### src/rtl/coh_route_table.sv
module coh_route_table #(
  parameter int          NODES    = 8,
  parameter int          PORTS    = 4,
  parameter logic [7:0]  ROW_BASE = 8'h40,
  parameter logic [7:0]  NID_ADDR = 8'h60,
  parameter logic [7:0]  CTL_ADDR = 8'h6C,
  localparam int         ID_W     = $clog2(NODES)
) (
  input  logic              clk,
  input  logic              rst_cold_n,
  input  logic              rst_warm_n,
  input  logic              cfg_wr,
  input  logic [7:0]        cfg_addr,
  input  logic [31:0]       cfg_wdata,
  output logic [31:0]       cfg_rdata,
  input  logic [1:0]        dflt_link,
  input  logic [ID_W-1:0]   lk_dest,
  input  logic [1:0]        lk_cls,
  output logic [PORTS-1:0]  port_mask,
  output logic [ID_W-1:0]   node_id
);
  localparam logic [PORTS-1:0] LOCAL_ONLY = PORTS'(1);

  logic any_rst;
  assign any_rst = !rst_cold_n || !rst_warm_n;

  logic unused_wdata;
  assign unused_wdata = ^cfg_wdata;

  logic [PORTS-1:0] rq_a [NODES];
  logic [PORTS-1:0] rs_a [NODES];
  logic [PORTS-1:0] bc_a [NODES];
  logic [31:0]      row_rd [NODES];

  for (genvar g = 0; g < NODES; g++) begin : g_row
    logic [PORTS-1:0] rq_q, rs_q, bc_q;
    logic hit;
    assign hit = cfg_wr && (cfg_addr == 8'(ROW_BASE + 4*g));
    always_ff @(posedge clk) begin
      if (any_rst) begin
        rq_q <= LOCAL_ONLY;
        rs_q <= LOCAL_ONLY;
        bc_q <= LOCAL_ONLY;
      end else if (hit) begin
        rq_q <= cfg_wdata[PORTS-1:0];
        rs_q <= cfg_wdata[8 +: PORTS];
        bc_q <= cfg_wdata[16 +: PORTS];
      end
    end
    assign rq_a[g]   = rq_q;
    assign rs_a[g]   = rs_q;
    assign bc_a[g]   = bc_q;
    assign row_rd[g] = (32'(bc_q) << 16) | (32'(rs_q) << 8) | 32'(rq_q);
  end

  logic tbl_off_q, req_off_q, cold_flag_q, boot_flag_q, init_flag_q;
  logic ctl_hit, nid_hit;
  assign ctl_hit = cfg_wr && (cfg_addr == CTL_ADDR);
  assign nid_hit = cfg_wr && (cfg_addr == NID_ADDR);

  always_ff @(posedge clk) begin
    if (!rst_cold_n) begin
      tbl_off_q   <= 1'b1;
      req_off_q   <= 1'b1;
      cold_flag_q <= 1'b0;
      boot_flag_q <= 1'b0;
      init_flag_q <= 1'b0;
    end else if (!rst_warm_n) begin
      tbl_off_q   <= 1'b1;
      req_off_q   <= 1'b1;
      init_flag_q <= 1'b0;
    end else if (ctl_hit) begin
      tbl_off_q   <= cfg_wdata[0];
      req_off_q   <= cfg_wdata[1];
      cold_flag_q <= cfg_wdata[4];
      boot_flag_q <= cfg_wdata[5];
      init_flag_q <= cfg_wdata[6];
    end
  end

  always_ff @(posedge clk) begin
    if (any_rst)      node_id <= '1;
    else if (nid_hit) node_id <= cfg_wdata[ID_W-1:0];
  end

  always_comb begin
    cfg_rdata = '0;
    if (cfg_addr == CTL_ADDR)
      cfg_rdata = {25'd0, init_flag_q, boot_flag_q, cold_flag_q, dflt_link, req_off_q, tbl_off_q};
    else if (cfg_addr == NID_ADDR)
      cfg_rdata = 32'(node_id);
    for (int r = 0; r < NODES; r++)
      if (cfg_addr == 8'(ROW_BASE + 4*r)) cfg_rdata = row_rd[r];
  end

  logic [PORTS-1:0] dflt_mask, mask_d;
  assign dflt_mask = (dflt_link == 2'd3) ? LOCAL_ONLY : (PORTS'(2) << dflt_link);

  always_comb begin
    case (lk_cls)
      2'd0:    mask_d = rq_a[lk_dest];
      2'd1:    mask_d = rs_a[lk_dest];
      2'd2:    mask_d = bc_a[lk_dest];
      default: mask_d = '0;
    endcase
    if (tbl_off_q && lk_cls != 2'd3) mask_d = dflt_mask;
    if (req_off_q && lk_cls == 2'd0) mask_d = '0;
  end

  always_ff @(posedge clk) begin
    if (any_rst) port_mask <= '0;
    else         port_mask <= mask_d;
  end

  assert_cls_none_R3: assert property (@(posedge clk) disable iff (any_rst)
    (lk_cls == 2'd3) |=> (port_mask == '0))
    else $error("class 3 produced a nonzero mask");

  assert_bypass_onehot_R5: assert property (@(posedge clk) disable iff (any_rst)
    (tbl_off_q && lk_cls != 2'd3 && !(req_off_q && lk_cls == 2'd0)) |=> ($countones(port_mask) == 1))
    else $error("bypass mask not one-hot");

  assert_req_held_R6: assert property (@(posedge clk) disable iff (any_rst)
    (req_off_q && lk_cls == 2'd0) |=> (port_mask == '0))
    else $error("request routed while held");

  assert_warm_keeps_R8: assert property (@(posedge clk) disable iff (!rst_cold_n)
    (!rst_warm_n) |=> ({boot_flag_q, cold_flag_q} == $past({boot_flag_q, cold_flag_q}) && !init_flag_q))
    else $error("warm reset disturbed scratch flags");

  assert_nid_reset_R9: assert property (@(posedge clk) disable iff (!rst_cold_n)
    (!rst_warm_n) |=> (node_id == '1))
    else $error("node number not restored by warm reset");

  assert_ctl_reset_R10: assert property (@(posedge clk) disable iff (!rst_cold_n)
    (!rst_warm_n) |=> (tbl_off_q && req_off_q))
    else $error("control bits not restored by reset");
endmodule

### config.mk
export PLATFORM = sky130hd
export DESIGN_NAME = coh_route_table
export DESIGN_NICKNAME = d
export VERILOG_FILES = /design/src/rtl/coh_route_table.sv
export SDC_FILE = /design/constraint.sdc
export NUM_CORES = 1
export LEC_CHECK = 0
export BUFFER_PORTS_ARGS = -buffer_cell sky130_fd_sc_hd__buf_2
export CAP_MARGIN = 20
export CELL_PAD_IN_SITES_DETAIL_PLACEMENT = 1
export CELL_PAD_IN_SITES_GLOBAL_PLACEMENT = 2
export CORE_UTILIZATION = 37
export DETAILED_ROUTE_END_ITERATION = 16
export PLACE_DENSITY = 0.95
export SLEW_MARGIN = 25
export SYNTH_ARGS = -nofsm -noshare
export SYNTH_HDL_FRONTEND = slang
export SYNTH_SLANG_ARGS = --single-unit
### constraint.sdc
create_clock -name clk -period 5.06 [get_ports clk]
set_input_delay 0.506 -clock clk [delete_from_list [all_inputs] [get_ports clk]]
set_output_delay 0.506 -clock clk [all_outputs]
set_load 0.1 [all_outputs]
==> flow_metrics.tcl <==
set metrics [dict create \
    fin_skew_ps 8.11 \
    tns_ps 0 \
    powerDensity_mw_per_mm2 267 \
    fillers 1966 \
    die-area_sq_mm 0.0170 \
    grt_overflow 0 \
    slew_headroom 0.337 \
    drtIter0Drc 466 \
    crit_chain "buf_2 > and2_1 > a22oi_1 > o32ai_1 > nand3_1 > a31oi_1 > buf_2" \
    internal_power_mw 1.28 \
    ys_ff_latch 108 \
    critPathMaxFanout 41 \
    fin_crit_sh 0.739 \
    n_antenna_cell 0 \
    clkSinkCount 108 \
    max_freq_ghz 0.268 \
    num_io_pins 90 \
    drive_gt1_frac 0.138 \
    synth_top_area_share 0.355 \
    min_path_type "in -> reg" \
    worstMarginPinSlew_ps 994 \
    vdd_drop_max_v 0.000160 \
    grt_max_degree 48 \
    grt.total_usage 0.250 \
    synth_area_sq_mm 0.00610 \
    setup_violations 0 \
    ant_nets 0 \
    area_delta_synth_final_pct 9.79 \
    cpMostUsedCell "buf_2" \
    ys_types 48 \
    tritoncts "yes" \
    clk_pin_slew_ps 70 \
    dpl.hpwl_um 13900 \
    ys_async_sr_fraction 0 \
    gp_congestion 0.862 \
    combinationalPowerShare 0.132 \
    clockBufferDepth 2 \
    hold_viol_final 0 \
    die_x_um 130 \
    synth_area_leaders "dfxtp_1, mux2i_1, nand2_1, nor2_1, a21oi_1" \
    synth_edf_count 0 \
    power.switching_fraction 0.283 \
    crit_path_max_incr_delay_ps 740 \
    start_util 0.381 \
    cp_data_required_time_ps 4550 \
    grt_pass1_wl_um 31300 \
    drv_cap 0 \
    fin_nets 814 \
    core_sq_mm 0.0160 \
    io_buffer_count 55 \
    post_cts_buffers 0 \
    synth_top_area_cell "dfxtp_1" \
    post_cts_resize_count 0 \
    syn_avg_cell_area_sq_um 8.18 \
    status "complete, no violations" \
    htreeDepth 3 \
    ys.flop_type "dfxtp_1" \
    rsz0062_at_grt "no" \
    antenna_found_initial 0 \
    p_switching_uw 506 \
    drv_slew 0 \
    wl_per_cell_um 20.9 \
    cpMaxStageDelayCell "buf_2" \
    drt_pass1_iterations 5 \
    cts_hold_buf 0 \
    p_leak_nw 2.82 \
    vias 5516 \
    holdWs_ps 384 \
    worstSetupEndpointType "output port" \
    postSynthCellCount 745 \
    grt_pass1_vias 5452 \
    dieHeight_um 130 \
    yosysSeqAreaShare 0.355 \
    cts_buffers 9 \
    fp-row-count 46 \
    cts_root_buf "clkbuf_16" \
    clk_latency_ps 360 \
    viasPerCell 5.62 \
    clockPowerShare 0.392 \
    drt-total-wl_um 20500 \
    crit_type "in -> out" \
    ys_warn_count 0 \
    drc 0 \
    fin_crit_ps 3740 \
    worstPathArrival_ps 3230 \
    seq_power_share 0.476 \
    cp-start-kind "primary input" \
]
-- layout by cell type, fill, tap and decap left out, types with 6 or more instances in the layout --
master,instances
nand4_1,6
nand3_1,34
a21oi_1,48
conb_1,17
nor2b_1,8
dfxtp_1,108
o21ai_0,14
inv_1,11
o22ai_1,12
buf_4,15
o21a_1,8
mux2i_1,112
a22oi_1,28
nor2_1,67
mux4_2,6
nand2_1,141
clkbuf_16,9
a31oi_1,6
buf_2,54
and2_1,6
-- power by group through the flow --
stage | clock network, mW | registers [mW] | logic, mW
2_1_floorplan | 0 | 0.875 | 0.179
3_5_place_dp | 0 | 0.871 | 0.232
4_1_cts | 0.706 | 0.851 | 0.232
3_3_place_gp | 0 | 0.871 | 0.230
6_report | 0.701 | 0.851 | 0.235
5_1_grt | 0.736 | 0.851 | 0.246
-- final cells by class --
cell class	instances	area (sq um)	share of cell area
inverter	11	41.3	0.00617
clock inverter	2	37.5	0.00561
multi-input combinational	563	3550	0.530
tap	216	270	0.0404
clock buffer	12	236	0.0353
sequential	108	2160	0.323
timing repair buffer	70	398	0.0594
-- critical path: cells and delay by family --
kind | cells | cell delay (ps)
AOI/OAI and AO/OA | 3 | 650
buffers and inverters | 2 | 1220
and+or+nand+nor | 2 | 830
-- state kept, by name, indices dropped and copies added (netlist names) --
signal,count
boot_flag_q,1
cold_flag_q,1
g_row.bc_q,32
g_row.rq_q,32
g_row.rs_q,32
init_flag_q,1
node_id,3
port_mask,4
req_off_q,1
tbl_off_q,1
-- per-stage QoR --
| step | util | std cells | setup slack, ps | total power [mW] | cell area [sq um] |
|---|---|---|---|---|---|
| 2_1_floorplan | - | 761 | 1520 | 1.05 | 6160 |
| 3_3_place_gp | 0.400 | 967 | 1320 | 1.10 | 6390 |
| 3_5_place_dp | 0.400 | 967 | 1340 | 1.10 | 6400 |
| 4_1_cts | 0.417 | 981 | 1340 | 1.79 | 6680 |
| 5_1_grt | 0.418 | 982 | 1220 | 1.83 | 6690 |
| 6_report | 0.418 | 982 | 1320 | 1.79 | 6690 |
-- synthesized netlist by cell type (12+ instances only) --
master	n
dfxtp_1	108
nand3_1	34
o22ai_1	12
buf_2	22
a22oi_1	28
a21oi_1	48
nor2_1	67
buf_4	19
clkbuf_1	29
nand2_1	142
o21ai_0	14
mux2i_1	112
-- cells by family (layout without fill, tap and decap cells) --
| group | after synthesis | in the layout | share of synthesized area |
|---|---|---|---|
| flops | 108 | 108 | 0.355 |
| buf+inv | 90 | 95 | 0.0749 |
| mux | 123 | 123 | 0.215 |
| simple gates | 291 | 291 | 0.218 |
| compound gates | 132 | 132 | 0.136 |
| other cells | 1 | 17 | 0.000615 |
-- per-layer routing --
metal | vias up | track usage | wire length (um)
li1 | 2593 | - | -
met1 | 2680 | 0.328 | 9290
met2 | 193 | 0.398 | 9290
met3 | 50 | 0.0383 | 1140
met4 | 0 | 0.135 | 790
met5 | - | 0 | 0
-- worst paths after layout --
check	start	endpoint	slack [ps]	depth (start not counted)
worst max-delay path	cfg_addr[2]	cfg_rdata[2]	1320	7
worst min-delay path	cfg_wdata[6]	init_flag_q	380	3
worst max register to register	g_row[7].rq_q[1]	port_mask[1]	3680	5
worst min register to register	g_row[5].rs_q[1]	g_row[5].rs_q[1]	470	2
(Power assumes the default switching activity.)
